[src/rtl/tex_walk_pkg.sv]
package tex_walk_pkg;
  localparam int HANDLE_W     = 32;
  localparam int HANDLE_SHIFT = 2;   // 4-byte handles
  localparam int INFO_OFFSET  = 32;  // first handle offset in the buffer
  localparam int DESC_SHIFT   = 5;   // 32-byte descriptors
  localparam int IMG_ID_W     = 20;
  localparam int SMP_ID_W     = HANDLE_W - IMG_ID_W;

  typedef enum logic [2:0] {
    ST_IDLE, ST_CHECK, ST_REQ, ST_WAIT, ST_EMIT
  } walkState_t;

  typedef struct packed {
    logic load;     // capture buffer window, point at first handle
    logic latch;    // capture returned handle
    logic advance;  // step to the next handle
  } walkCtl_t;
endpackage

[src/rtl/tex_walk_ctrl.sv]
module tex_walk_ctrl
  import tex_walk_pkg::*;
(
  input  logic     clk,
  input  logic     rstN,
  input  logic     start,
  input  logic     startOk,
  input  logic     atEnd,
  input  logic     rdValid,
  input  logic     dataImgLive,
  input  logic     recReady,
  output walkCtl_t ctl,
  output logic     rdReq,
  output logic     recValid,
  output logic     busy,
  output logic     done,
  output logic     err
);
  walkState_t state, nextState;
  logic errQ;

  always_ff @(posedge clk) begin
    if (!rstN) begin
      state <= ST_IDLE;
      errQ  <= 1'b0;
    end else begin
      state <= nextState;
      errQ  <= (state == ST_IDLE) && start && !startOk;
    end
  end

  always_comb begin
    nextState = state;
    ctl       = '0;
    rdReq     = 1'b0;
    recValid  = 1'b0;
    done      = 1'b0;
    unique case (state)
      ST_IDLE: if (start && startOk) begin
        ctl.load  = 1'b1;
        nextState = ST_CHECK;
      end
      ST_CHECK: begin
        if (atEnd) begin
          done      = 1'b1;
          nextState = ST_IDLE;
        end else begin
          nextState = ST_REQ;
        end
      end
      ST_REQ: begin
        rdReq     = 1'b1;
        nextState = ST_WAIT;
      end
      ST_WAIT: if (rdValid) begin
        ctl.latch = 1'b1;
        if (dataImgLive) begin
          nextState = ST_EMIT;
        end else begin
          ctl.advance = 1'b1;
          nextState   = ST_CHECK;
        end
      end
      ST_EMIT: begin
        recValid = 1'b1;
        if (recReady) begin
          ctl.advance = 1'b1;
          nextState   = ST_CHECK;
        end
      end
      default: nextState = ST_IDLE;
    endcase
  end

  assign busy = (state != ST_IDLE);
  assign err  = errQ;


  single_req_chk: assert property (@(posedge clk) disable iff (!rstN)
    rdReq |=> !rdReq);

  hold_rec_chk: assert property (@(posedge clk) disable iff (!rstN)
    recValid && !recReady |=> recValid);

  done_idle_chk: assert property (@(posedge clk) disable iff (!rstN)
    done |=> !busy);

  err_idle_chk: assert property (@(posedge clk) disable iff (!rstN)
    err |-> !busy && !rdReq);
endmodule

[src/rtl/tex_walk_dp.sv]
module tex_walk_dp
  import tex_walk_pkg::*;
#(
  parameter int AW     = 32,
  parameter int SIZE_W = 16
) (
  input  logic                clk,
  input  logic                rstN,
  input  walkCtl_t            ctl,
  input  logic [AW-1:0]       selAddr,
  input  logic [SIZE_W-1:0]   selSize,
  input  logic [HANDLE_W-1:0] rdData,
  input  logic [AW-1:0]       imgBase,
  input  logic [AW-1:0]       smpBase,
  output logic [AW-1:0]       rdAddr,
  output logic                atEnd,
  output logic                dataImgLive,
  output logic [AW-1:0]       recIndex,
  output logic [AW-1:0]       recImgAddr,
  output logic [AW-1:0]       recSmpAddr,
  output logic                recSmpValid
);
  logic [AW-1:0]       curAddr, endAddr, bufAddr, offs;
  logic [HANDLE_W-1:0] handleQ;
  logic [IMG_ID_W-1:0] imgId;
  logic [SMP_ID_W-1:0] smpId;

  always_ff @(posedge clk) begin
    if (!rstN) begin
      curAddr <= '0;
      endAddr <= '0;
      bufAddr <= '0;
      handleQ <= '0;
    end else begin
      if (ctl.load) begin
        bufAddr <= selAddr;
        curAddr <= selAddr + AW'(INFO_OFFSET);
        endAddr <= selAddr + AW'(selSize);
      end else if (ctl.advance) begin
        curAddr <= curAddr + AW'(1 << HANDLE_SHIFT);
      end
      if (ctl.latch) handleQ <= rdData;
    end
  end

  assign imgId       = handleQ[IMG_ID_W-1:0];
  assign smpId       = handleQ[HANDLE_W-1:IMG_ID_W];
  assign rdAddr      = curAddr;
  assign atEnd       = (curAddr >= endAddr);
  assign dataImgLive = (rdData[IMG_ID_W-1:0] != '0);
  assign offs        = curAddr - bufAddr - AW'(INFO_OFFSET);
  assign recIndex    = offs >> HANDLE_SHIFT;
  assign recImgAddr  = imgBase + (AW'(imgId) << DESC_SHIFT);
  assign recSmpValid = (smpId != '0);
  assign recSmpAddr  = recSmpValid ? smpBase + (AW'(smpId) << DESC_SHIFT) : '0;
endmodule

[src/rtl/tex_handle_walker.sv]
module tex_handle_walker
  import tex_walk_pkg::*;
#(
  parameter int AW         = 32,
  parameter int SIZE_W     = 16,
  parameter int NUM_STAGES = 5,
  parameter int STAGE_W    = 3
) (
  input  logic                         clk,
  input  logic                         rstN,
  input  logic                         start,
  input  logic [STAGE_W-1:0]           stageSel,
  input  logic [NUM_STAGES-1:0]        stageEn,
  input  logic [NUM_STAGES*AW-1:0]     stageAddr,
  input  logic [NUM_STAGES*SIZE_W-1:0] stageSize,
  input  logic [AW-1:0]                imgBase,
  input  logic [AW-1:0]                smpBase,
  output logic                         rdReq,
  output logic [AW-1:0]                rdAddr,
  input  logic                         rdValid,
  input  logic [31:0]                  rdData,
  output logic                         recValid,
  input  logic                         recReady,
  output logic [AW-1:0]                recIndex,
  output logic [AW-1:0]                recImgAddr,
  output logic [AW-1:0]                recSmpAddr,
  output logic                         recSmpValid,
  output logic                         busy,
  output logic                         done,
  output logic                         err
);
  logic [AW-1:0]     addrArr [NUM_STAGES];
  logic [SIZE_W-1:0] sizeArr [NUM_STAGES];
  logic [AW-1:0]     selAddr;
  logic [SIZE_W-1:0] selSize;
  logic              selEn, startOk, atEnd, dataImgLive;
  walkCtl_t          ctl;

  for (genvar s = 0; s < NUM_STAGES; s++) begin : g_stage
    assign addrArr[s] = stageAddr[s*AW +: AW];
    assign sizeArr[s] = stageSize[s*SIZE_W +: SIZE_W];
  end

  always_comb begin
    selAddr = '0;
    selSize = '0;
    selEn   = 1'b0;
    for (int s = 0; s < NUM_STAGES; s++) begin
      if (stageSel == STAGE_W'(s)) begin
        selAddr = addrArr[s];
        selSize = sizeArr[s];
        selEn   = stageEn[s];
      end
    end
  end

  assign startOk = selEn && (selAddr != '0);

  tex_walk_ctrl u_ctrl (
    .clk, .rstN, .start, .startOk, .atEnd, .rdValid, .dataImgLive,
    .recReady, .ctl, .rdReq, .recValid, .busy, .done, .err
  );

  tex_walk_dp #(.AW(AW), .SIZE_W(SIZE_W)) u_dp (
    .clk, .rstN, .ctl, .selAddr, .selSize, .rdData, .imgBase, .smpBase,
    .rdAddr, .atEnd, .dataImgLive, .recIndex, .recImgAddr, .recSmpAddr,
    .recSmpValid
  );


  stable_rec_chk: assert property (@(posedge clk) disable iff (!rstN)
    recValid && !recReady |=> $stable(recIndex) && $stable(recImgAddr)
                              && $stable(recSmpAddr) && $stable(recSmpValid));
endmodule

[config.mk]
export PLATFORM = sky130hd
export DESIGN_NAME = tex_handle_walker
export DESIGN_NICKNAME = d
export VERILOG_FILES = /design/src/rtl/tex_walk_pkg.sv /design/src/rtl/tex_walk_ctrl.sv /design/src/rtl/tex_walk_dp.sv /design/src/rtl/tex_handle_walker.sv
export SDC_FILE = /design/constraint.sdc
export NUM_CORES = 1
export LEC_CHECK = 0
export ABC_CLOCK_PERIOD_IN_PS = 8500
export BUFFER_PORTS_ARGS = -buffer_cell sky130_fd_sc_hd__buf_4
export CORE_AREA = 4 4 184 186
export CTS_BUF_LIST = sky130_fd_sc_hd__clkbuf_16
export DETAILED_ROUTE_END_ITERATION = 10
export DIE_AREA = 0 0 188 190
export HOLD_SLACK_MARGIN = 0.02
export PLACE_DENSITY = 0.66
export SYNTH_ARGS = -nofsm -noshare
export SYNTH_HDL_FRONTEND = slang
export SYNTH_SLANG_ARGS = --single-unit
export TNS_END_PERCENT = 1
[constraint.sdc]
create_clock -name clk -period 8.5 [get_ports clk]
set_input_delay 1.7 -clock clk [delete_from_list [all_inputs] [get_ports clk]]
set_output_delay 1.7 -clock clk [all_outputs]
set_load 0.01 [all_outputs]
==> metrics.yaml, run 1 <==
combPwrFrac_pct: 46.2
arrival_ns: 4.65
antenna_found_initial: 1
layout_commonest_cell: "buf_4"
wl_um: 50620
hold_viol: 0
wl_met3_um: 3671
slew_headroom_pct: 22.94
grt_usage_pct: 27.05
yosysSeqAreaShare_pct: 19.83
die_area_um2: 35720
maxSlewViolCount: 0
drc: 0
io_buffers: 470
finalCritPeriodShare_pct: 74.66
crit_type: "input port to primary output"
cts_tree: "done"
start_util_pct: 41.27
numPlacedInstances: 2499
synth_warnings: 0
cts.sinks: 132
syn_to_final_growth_pct: 32.80
grt_pass1_wl_um: 76470
cellInternalPower_mw: 1.679
io_pins: 483
syn_area_um2: 13330
highest_layer: "met4"
synth_edf_count: 0
finalNonFillerCells: 2532
synth_cell_types: 81
dp_hpwl_um: 42760
clkSlewWorstSetupHoldPaths_ns: 0.06
grt_pass1_vias: 13680
hold_class: "flip-flop to flip-flop"
layout.nets: 2569
power_switching_uw: 974.4
period_minus_slack_ns: 6.346
ys.flop_type: "dfxtp_1"
final_antenna_net_count: 0
place_area_um2: 17100
vdd_drop_max_v: 0.0001032
cts_resized: 0
met1_length_um: 20150
clock_power_share_pct: 28.2
yosys.area.top_type: "dfxtp_1"
syn_area_per_cell_um2: 8.086
drt_iter0_drc: 748
cts_max_path_buffers: 2
drive_above_1_share_pct: 28.67
gp_congestion: 0.9590
netlist_instances: 1648
crit_path_end_kind: "primary output"
cts_made_buffers: 17
ys_ff_latch: 132
critPathMaxFanout: 4
worst_pin_slew_ns: 1.156
critical_path_required_ns: 6.80
grt_overflow_total: 0
via_count: 13860
vias_per_cell: 5.475
setup_viol: 0
final_cell_mix: "buf_4 (483), nor2_1 (171), inv_1 (148), nand2_1 (145), ha_1 (140)"
synth_top_area_share_pct: 19.83
synthTopCellsByArea: "dfxtp_1 (20%), ha_1 (13%), mux4_2 (8.1%), xnor2_1 (6.2%), nor2_1 (4.8%)"
fin_tns_setup_ns: 0
ctsHoldBuffers: 0
design_area_um2: 17700
drt-pass1-iter-count: 6
post_cts_buffers: 0
cap_violations: 0
p_seq_share_pct: 25.7
clock_latency_ns: 0.43
p_per_area_nw_per_um2: 149.9
startpoint_type: "input port"
async_reset_ff_share_pct: 0
post_drt_wl_per_cell_um: 19.99
route.met2.wl_um: 24630
fmax_mhz: 157.6
status: "finished, final reports clean"
rsz0062_at_grt: "false"
worst_clock_skew_ns: 0.01190
die_h_um: 190
grt_max_degree: 89
cts-htree-levels: 4
p_leak_nw: 7.905
row_count: 66
die_w_um: 188
core_area_um2: 32290
netSwitchingFraction_pct: 36.73
clock_tree.root_cell: "clkbuf_16"
[routing by layer]
metal  track usage [%]  up-vias
li1                  -     6755
met5                 0        -
met3             5.284       83
met2             47.69      591
met4             11.35        0
met1             32.20     6433
[Yosys cell counts (16+ instances only)]
| cell type | count |
|---|---|
| nor2_1 | 172 |
| inv_1 | 148 |
| nand2_1 | 145 |
| ha_1 | 140 |
| dfxtp_1 | 132 |
| a21oi_1 | 102 |
| xnor2_1 | 95 |
| xor2_1 | 56 |
| a211oi_1 | 53 |
| mux4_2 | 48 |
| nand3_1 | 39 |
| o21ai_0 | 39 |
| nor3_1 | 33 |
| a21o_1 | 32 |
| clkbuf_1 | 32 |
| nor4_1 | 28 |
| a22o_1 | 23 |
| a22oi_1 | 23 |
| mux2i_1 | 22 |
| nand2b_1 | 22 |
| and3_1 | 19 |
| o21a_1 | 19 |
| buf_4 | 16 |
[worst paths after layout]
kind | startpoint | endpoint | slack, ns | cells after the start
max | imgBase[6] | recImgAddr[30] | 2.15 | 12
min | u_dp.handleQ[19] | u_dp.handleQ[19] | 0.46 | 2
max reg2reg | u_ctrl.state[2] | u_dp.rdAddr[18] | 5.70 | 9
min reg2reg | u_dp.handleQ[19] | u_dp.handleQ[19] | 0.46 | 2
[per-stage QoR]
| step | power, mW | worst slack (ns) | utilization, % | hold slack, ns |
|---|---|---|---|---|
| floorplan | 1.402 | 2.932 | - | 0.4319 |
| global placement | 1.905 | 2.169 | 52.97 | 0.4438 |
| detailed placement | 1.920 | 2.221 | 52.97 | 0.4526 |
| CTS | 2.676 | 2.192 | 54.80 | 0.4609 |
| global route | 2.815 | 1.826 | 54.81 | 0.4739 |
| finish | 2.653 | 2.154 | 54.81 | 0.4565 |
[critical path, cell delays in order]
cell	delay [ns]
buf_4	0.11
ha_1	0.28
a21o_1	0.18
a21oi_1	0.29
o21a_1	0.18
nor3_1	0.07
o31ai_1	0.45
a211oi_1	0.19
o41ai_1	0.57
o21ai_0	0.23
xor2_1	0.23
buf_4	0.16
[cell type report]
class	instances	area, um^2
Sequential cell	132	2643
Fill cell	3083	14590
Tap cell	442	553.0
Clock inverter	15	166.4
Inverter	150	564.3
Multi-Input combinational cell	1292	9717
Clock buffer	17	425.4
Antenna cell	1	2.502
Timing Repair Buffer	483	3626
[flip-flops by register name, indices dropped and copies added, names as in the netlist]
name	count
u_dp.bufAddr	32
u_dp.endAddr	32
u_dp.handleQ	32
u_dp.rdAddr	32
u_ctrl.state	3
u_ctrl.err	1
[cell families (layout without fill, tap and decap cells)]
| logic type | after synthesis | count (layout) | share of synthesized area [%] |
|---|---|---|---|
| simple gates | 547 | 547 | 19.73 |
| compound gates | 377 | 377 | 19.59 |
| fa+ha+maj | 144 | 144 | 13.75 |
| flops | 132 | 132 | 19.83 |
| other cells | 1 | 3 | 0.02814 |
| xor+xnor | 151 | 151 | 9.924 |
| mux | 71 | 71 | 9.849 |
| buf+inv | 225 | 665 | 7.305 |
[power groups by stage]
| stage | clock [mW] | combinational, mW | sequential [mW] |
|---|---|---|---|
| after floorplan | 0 | 0.713 | 0.689 |
| after global placement | 0 | 1.21 | 0.693 |
| after detailed placement | 0 | 1.23 | 0.694 |
| after CTS | 0.764 | 1.23 | 0.680 |
| after global routing | 0.790 | 1.34 | 0.685 |
| final | 0.748 | 1.22 | 0.681 |
Power figures use the tool's default switching activity.
==> run 2, diff against run 1 <==
Settings changed: ABC_CLOCK_PERIOD_IN_PS 8500 to 5210, PLACE_DENSITY 0.66 to 0.68.
Clock period 8.5 ns to 5.21 ns, I/O delays scaled along.
==> run 2 against run 1 <==
Net effect: clock-buffer cell count stayed put; register-to-register slack worse by 3.6 ns; core utilization is 0.48 points higher; die area stayed put; critical path depth up 1; global-route usage up 0.97 points; total power increased by 63%; critical endpoint is now recIndex[29]; highest routed layer unchanged.
==> metrics.yaml, run 2 (synthesized netlist as in run 1, its figures left out) <==
status: "finished, final reports clean"
critical_path_required_ns: 4.17  # -2.63 ns
crit_end: "recIndex[29]"
setup_viol: 0  # unchanged
antenna_found_initial: 1  # unchanged
period_minus_slack_ns: 5.042
dp_hpwl_um: 44610  # +4.3%
cts_made_buffers: 17  # unchanged
maxSlewViolCount: 0  # unchanged
slew_headroom_pct: 30.66  # +7.7 points
grt_pass1_vias: 14180  # +3.6%
core_area_um2: 32290  # unchanged
grt_overflow_total: 0  # unchanged
crit_type: "flip-flop to primary output"
via_count: 14000  # +0.98%
syn_to_final_growth_pct: 33.96
fmax_mhz: 198.3
ff2ff_path_depth: 10  # +1
clkSlewWorstSetupHoldPaths_ns: 0.05  # about the same
cts-htree-levels: 4  # unchanged
rr_startpoint: "u_ctrl.state[2]"
io_buffers: 470  # unchanged
crit_path_end_kind: "primary output"
hold_viol: 0  # unchanged
grt_pass1_wl_um: 78920  # +3.2%
p_leak_nw: 7.992  # +1.1%
worst_clock_skew_ns: 0.009924  # -0.001974 ns
p_per_area_nw_per_um2: 241.5  # +61%
wl_um: 52180  # +3.1%
clock_latency_ns: 0.42  # about the same
post_drt_wl_per_cell_um: 20.47  # +2.4%
grt_max_degree: 59  # -34%
vdd_drop_max_v: 0.0002085  # +100%
io_pins: 483  # unchanged
cts.sinks: 132  # unchanged
cts_tree: "done"
drt_iter0_drc: 914  # +22%
startpoint_type: "flip-flop"
gp_congestion: 0.9259  # -3.5%
grt_usage_pct: 28.03  # +0.97 points
drc: 0  # unchanged
cap_violations: 0  # unchanged
finalCritPeriodShare_pct: 96.78
fin_util_pct: 55.29  # +0.48 points
layout_commonest_cell: "buf_4"
r2r_end: "u_dp.rdAddr[18]"
fin_tns_setup_ns: 0  # unchanged
die_area_um2: 35720  # unchanged
layout.nets: 2586  # +0.66%
worst_pin_slew_ns: 1.040  # -0.1159 ns
drt-pass1-iter-count: 5  # -1
arrival_ns: 4.00  # -0.65 ns
critPathMaxFanout: 4  # unchanged
final_cell_mix: "buf_4 (498), nor2_1 (171), inv_1 (150), nand2_1 (145), ha_1 (140)"
final_antenna_net_count: 0  # unchanged
row_count: 66  # unchanged
clock_tree.root_cell: "clkbuf_16"
start_util_pct: 41.27  # unchanged
drive_above_1_share_pct: 29.30  # +0.62 points
vias_per_cell: 5.492  # +0.31%
n_fill_cell: 3043  # -1.3%
cts_max_path_buffers: 2  # unchanged
die_w_um: 188  # unchanged
die_h_um: 190  # unchanged
crit_path_start: "u_dp.rdAddr[1]"
rrSetupSlack_ns: 2.13  # -3.57 ns
rsz0062_at_grt: "false"
hold_class: "flip-flop to flip-flop"
[run 2: where the power goes]
group | total [mW] | internal, mW | switching (mW)
Combinational | 2.03 | 0.984 | 1.05
Sequential | 1.11 | 1.06 | 0.0472
Clock | 1.17 | 0.698 | 0.476
Total | 4.31 | 2.74 | 1.57
[run 2: critical path, stage by stage, from the launching register on]
cell      delay (ns)
dfxtp_1         0.34
ha_1            0.33
and2_1          0.16
fa_1            0.42
a211oi_1        0.26
nor2_1          0.11
o22a_1          0.23
a221oi_2        0.44
o21ba_2         0.27
o21ai_0         0.14
a31o_2          0.25
o41ai_1         0.35
xnor2_1         0.16
buf_4           0.13
[run 2: worst min path at each step]
| stage | to | from | depth (start not counted) | slack, ns |
|---|---|---|---|---|
| floorplan | u_dp.endAddr[24] | u_dp.endAddr[24] | 2 | 0.43 |
| global placement | u_dp.bufAddr[1] | u_dp.bufAddr[1] | 2 | 0.44 |
| detailed placement | u_dp.endAddr[24] | u_dp.endAddr[24] | 2 | 0.45 |
| CTS | u_dp.endAddr[24] | u_dp.endAddr[24] | 2 | 0.46 |
| global route | u_dp.endAddr[24] | u_dp.endAddr[24] | 2 | 0.48 |
| finish | u_dp.bufAddr[1] | u_dp.bufAddr[1] | 2 | 0.46 |
[run 2: layout make-up]
type | instances | area [um^2] | share of cell area [%]
tap | 442 | 553.0 | 3.098
multi-input combinational | 1292 | 9743 | 54.58
timing repair buffer | 500 | 3779 | 21.17
inverter | 150 | 564.3 | 3.161
clock inverter | 15 | 142.6 | 0.7990
clock buffer | 17 | 425.4 | 2.383
sequential | 132 | 2643 | 14.80
antenna | 1 | 2.502 | 0.01402
[run 2: layer usage]
layer / track usage (%) / part of all wire [%] / up-vias
li1: - / - / 6780
met1: 31.84 / 39 / 6573
met2: 51.19 / 50 / 552
met3: 5.321 / 6.2 / 93
met4: 12.14 / 4.6 / 0
met5: 0 / 0 / -
[run 2: repair_timing]
item,4_1_cts,5_1_grt
pin swaps,0,1
endpoints found under the setup margin,2,2
hold endpoints to repair,0,0
resized for setup,3,2
setup buffers,0,1
hold buffers,0,0
[run 2: stage by stage]
step | std cells | power [mW] | worst slack (ns) | hold WS, ns | cell area, um^2
finish | 2549 | 4.312 | 0.1678 | 0.4573 | 17850
global placement | 2515 | 3.106 | 0.3415 | 0.4432 | 17250
detailed placement | 2515 | 3.140 | 0.2841 | 0.4508 | 17250
global route | 2549 | 4.569 | 0.01796 | 0.4782 | 17850
CTS | 2547 | 4.331 | 0.09483 | 0.4579 | 17830
floorplan | 1649 | 2.287 | 0.3876 | 0.4319 | 13330
==> run 3, diff against run 2 <==
Settings changed: CTS_BUF_LIST sky130_fd_sc_hd__clkbuf_16 to sky130_fd_sc_hd__clkbuf_8.
==> run 3 against run 2 <==
Net effect: die area unchanged; critical endpoint unchanged; clock power decreased by 23%; total power decreased by 6.4%; sequential cell count unchanged; sequential power about the same.
==> metrics.yaml, run 3 (synthesized netlist as in run 1, its figures left out) <==
row_count: 66  # unchanged
startpoint_type: "flip-flop"
finalCritPeriodShare_pct: 96.90  # +0.12 points
clock_latency_ns: 0.45  # +0.03 ns
cts-htree-levels: 4  # unchanged
drive_above_1_share_pct: 29.58  # +0.28 points
clock_tree.root_cell: "clkbuf_8"
cts_tree: "done"
status: "finished, final reports clean"
gp_congestion: 0.9259  # unchanged
critPathMaxFanout: 4  # unchanged
grt_pass1_vias: 14080  # -0.66%
final_antenna_net_count: 0  # unchanged
hold_viol: 0  # unchanged
syn_to_final_growth_pct: 32.82
final_cell_mix: "buf_4 (498), nor2_1 (171), inv_1 (150), nand2_1 (145), ha_1 (140)"
cts_max_path_buffers: 2  # unchanged
drt-pass1-iter-count: 5  # unchanged
layout.nets: 2586  # unchanged
core_area_um2: 32290  # unchanged
crit_path_end_kind: "primary output"
grt_max_degree: 59  # unchanged
fin_ws_ns: 0.1614  # -0.006477 ns
layout_commonest_cell: "buf_4"
place_ws_ns: 0.2841  # unchanged
total_power_mw: 4.038  # -6.4%
cap_violations: 0  # unchanged
setup_viol: 0  # unchanged
p_per_area_nw_per_um2: 228.1  # -5.6%
place_area_um2: 17250  # unchanged
wl_um: 51900  # -0.52%
grt_pass1_wl_um: 78370  # -0.69%
cts_made_buffers: 17  # unchanged
die_h_um: 190  # unchanged
vdd_drop_max_v: 0.0001431  # -31%
start_util_pct: 41.27  # unchanged
critical_path_required_ns: 4.17  # about the same
arrival_ns: 4.01  # about the same
crit_type: "flip-flop to primary output"
drc: 0  # unchanged
vias_per_cell: 5.497  # +0.10%
post_drt_wl_per_cell_um: 20.36  # -0.52%
cts.sinks: 132  # unchanged
design_area_um2: 17700  # -0.85%
hold_class: "flip-flop to flip-flop"
maxSlewViolCount: 0  # unchanged
io_pins: 483  # unchanged
n_fill_cell: 3066  # +0.76%
die_w_um: 188  # unchanged
rsz0062_at_grt: "true"
antenna_found_initial: 1  # unchanged
grt_usage_pct: 27.88  # -0.14 points
drt_iter0_drc: 825  # -9.7%
via_count: 14010  # +0.10%
worst_clock_skew_ns: 0.01297  # +0.003050 ns
p_leak_nw: 7.925  # -0.84%
grt_overflow_total: 0  # unchanged
die_area_um2: 35720  # unchanged
period_minus_slack_ns: 5.049  # +0.006477 ns
ctsHoldBuffers: 0  # unchanged
fmax_mhz: 198.1  # -0.13%
slew_headroom_pct: 29.26  # -1.4 points
io_buffers: 470  # unchanged
worst_pin_slew_ns: 1.061  # +0.02105 ns
clkSlewWorstSetupHoldPaths_ns: 0.07  # +0.02 ns
fin_tns_setup_ns: 0  # unchanged
dp_hpwl_um: 44610  # unchanged
## run 3: stage by stage
step / hold slack (ns) / instances / util (%)
6_report: 0.4602 / 2549 / 54.82
5_1_grt: 0.4817 / 2549 / 54.82
4_1_cts: 0.4612 / 2547 / 54.73
3_5_place_dp: 0.4508 / 2515 / 53.42
3_3_place_gp: 0.4432 / 2515 / 53.42
2_1_floorplan: 0.4319 / 1649 / -
## run 3: report_power, final
| group | total (mW) | internal [mW] | switching [mW] | leakage (nW) |
|---|---|---|---|---|
| Clock | 0.903 | 0.464 | 0.439 | 0.208 |
| Combinational | 2.03 | 0.986 | 1.04 | 6.64 |
| Sequential | 1.11 | 1.06 | 0.0469 | 1.07 |
| Total | 4.04 | 2.51 | 1.53 | 7.92 |
## run 3: worst paths after layout
path                   startpoint               to  slack [ns]  depth (start not counted)
setup / recovery   u_dp.rdAddr[1]     recIndex[29]        0.16                         13
hold / removal    u_dp.bufAddr[1]  u_dp.bufAddr[1]        0.46                          2
setup reg to reg  u_ctrl.state[2]  u_dp.rdAddr[18]        2.10                         10
hold reg to reg   u_dp.bufAddr[1]  u_dp.bufAddr[1]        0.46                          2
## run 3: critical path, cell delays in order, from the launching register on
cell and delay (ns):
dfxtp_1 0.34, ha_1 0.32, and2_1 0.16, fa_1 0.42, a211oi_1 0.26, nor2_1 0.11
o22a_1 0.23, a221oi_2 0.42, o21ba_2 0.26, o21ai_0 0.14, a31o_2 0.25, o41ai_1 0.35
xnor2_1 0.16, buf_4 0.14
## run 3: timing repair
item | CTS | global route
buffers inserted | 0 | 1
cloned | 0 | 0
gates resized for setup | 3 | 5
setup endpoints to repair | 2 | 3
pin swaps | 0 | 2
## run 3: layer usage
layer | up-vias | track usage (%) | share of wire (%)
met5 | - | 0 | 0
met4 | 0 | 11.80 | 4.3
met3 | 92 | 5.321 | 6.6
met2 | 598 | 51.26 | 51
met1 | 6552 | 31.51 | 39
li1 | 6770 | - | -
## run 3: area by class of cell
type	count	area (um^2)	share of cell area (%)
inverters	150	564.3	3.188
clock buffers	20	275.3	1.555
clock inverters	12	131.4	0.7422
diodes	1	2.502	0.01414
repair buffers	500	3779	21.35
well taps	442	553.0	3.124
multi-input cells	1292	9752	55.09
flip-flops and latches	132	2644	14.94
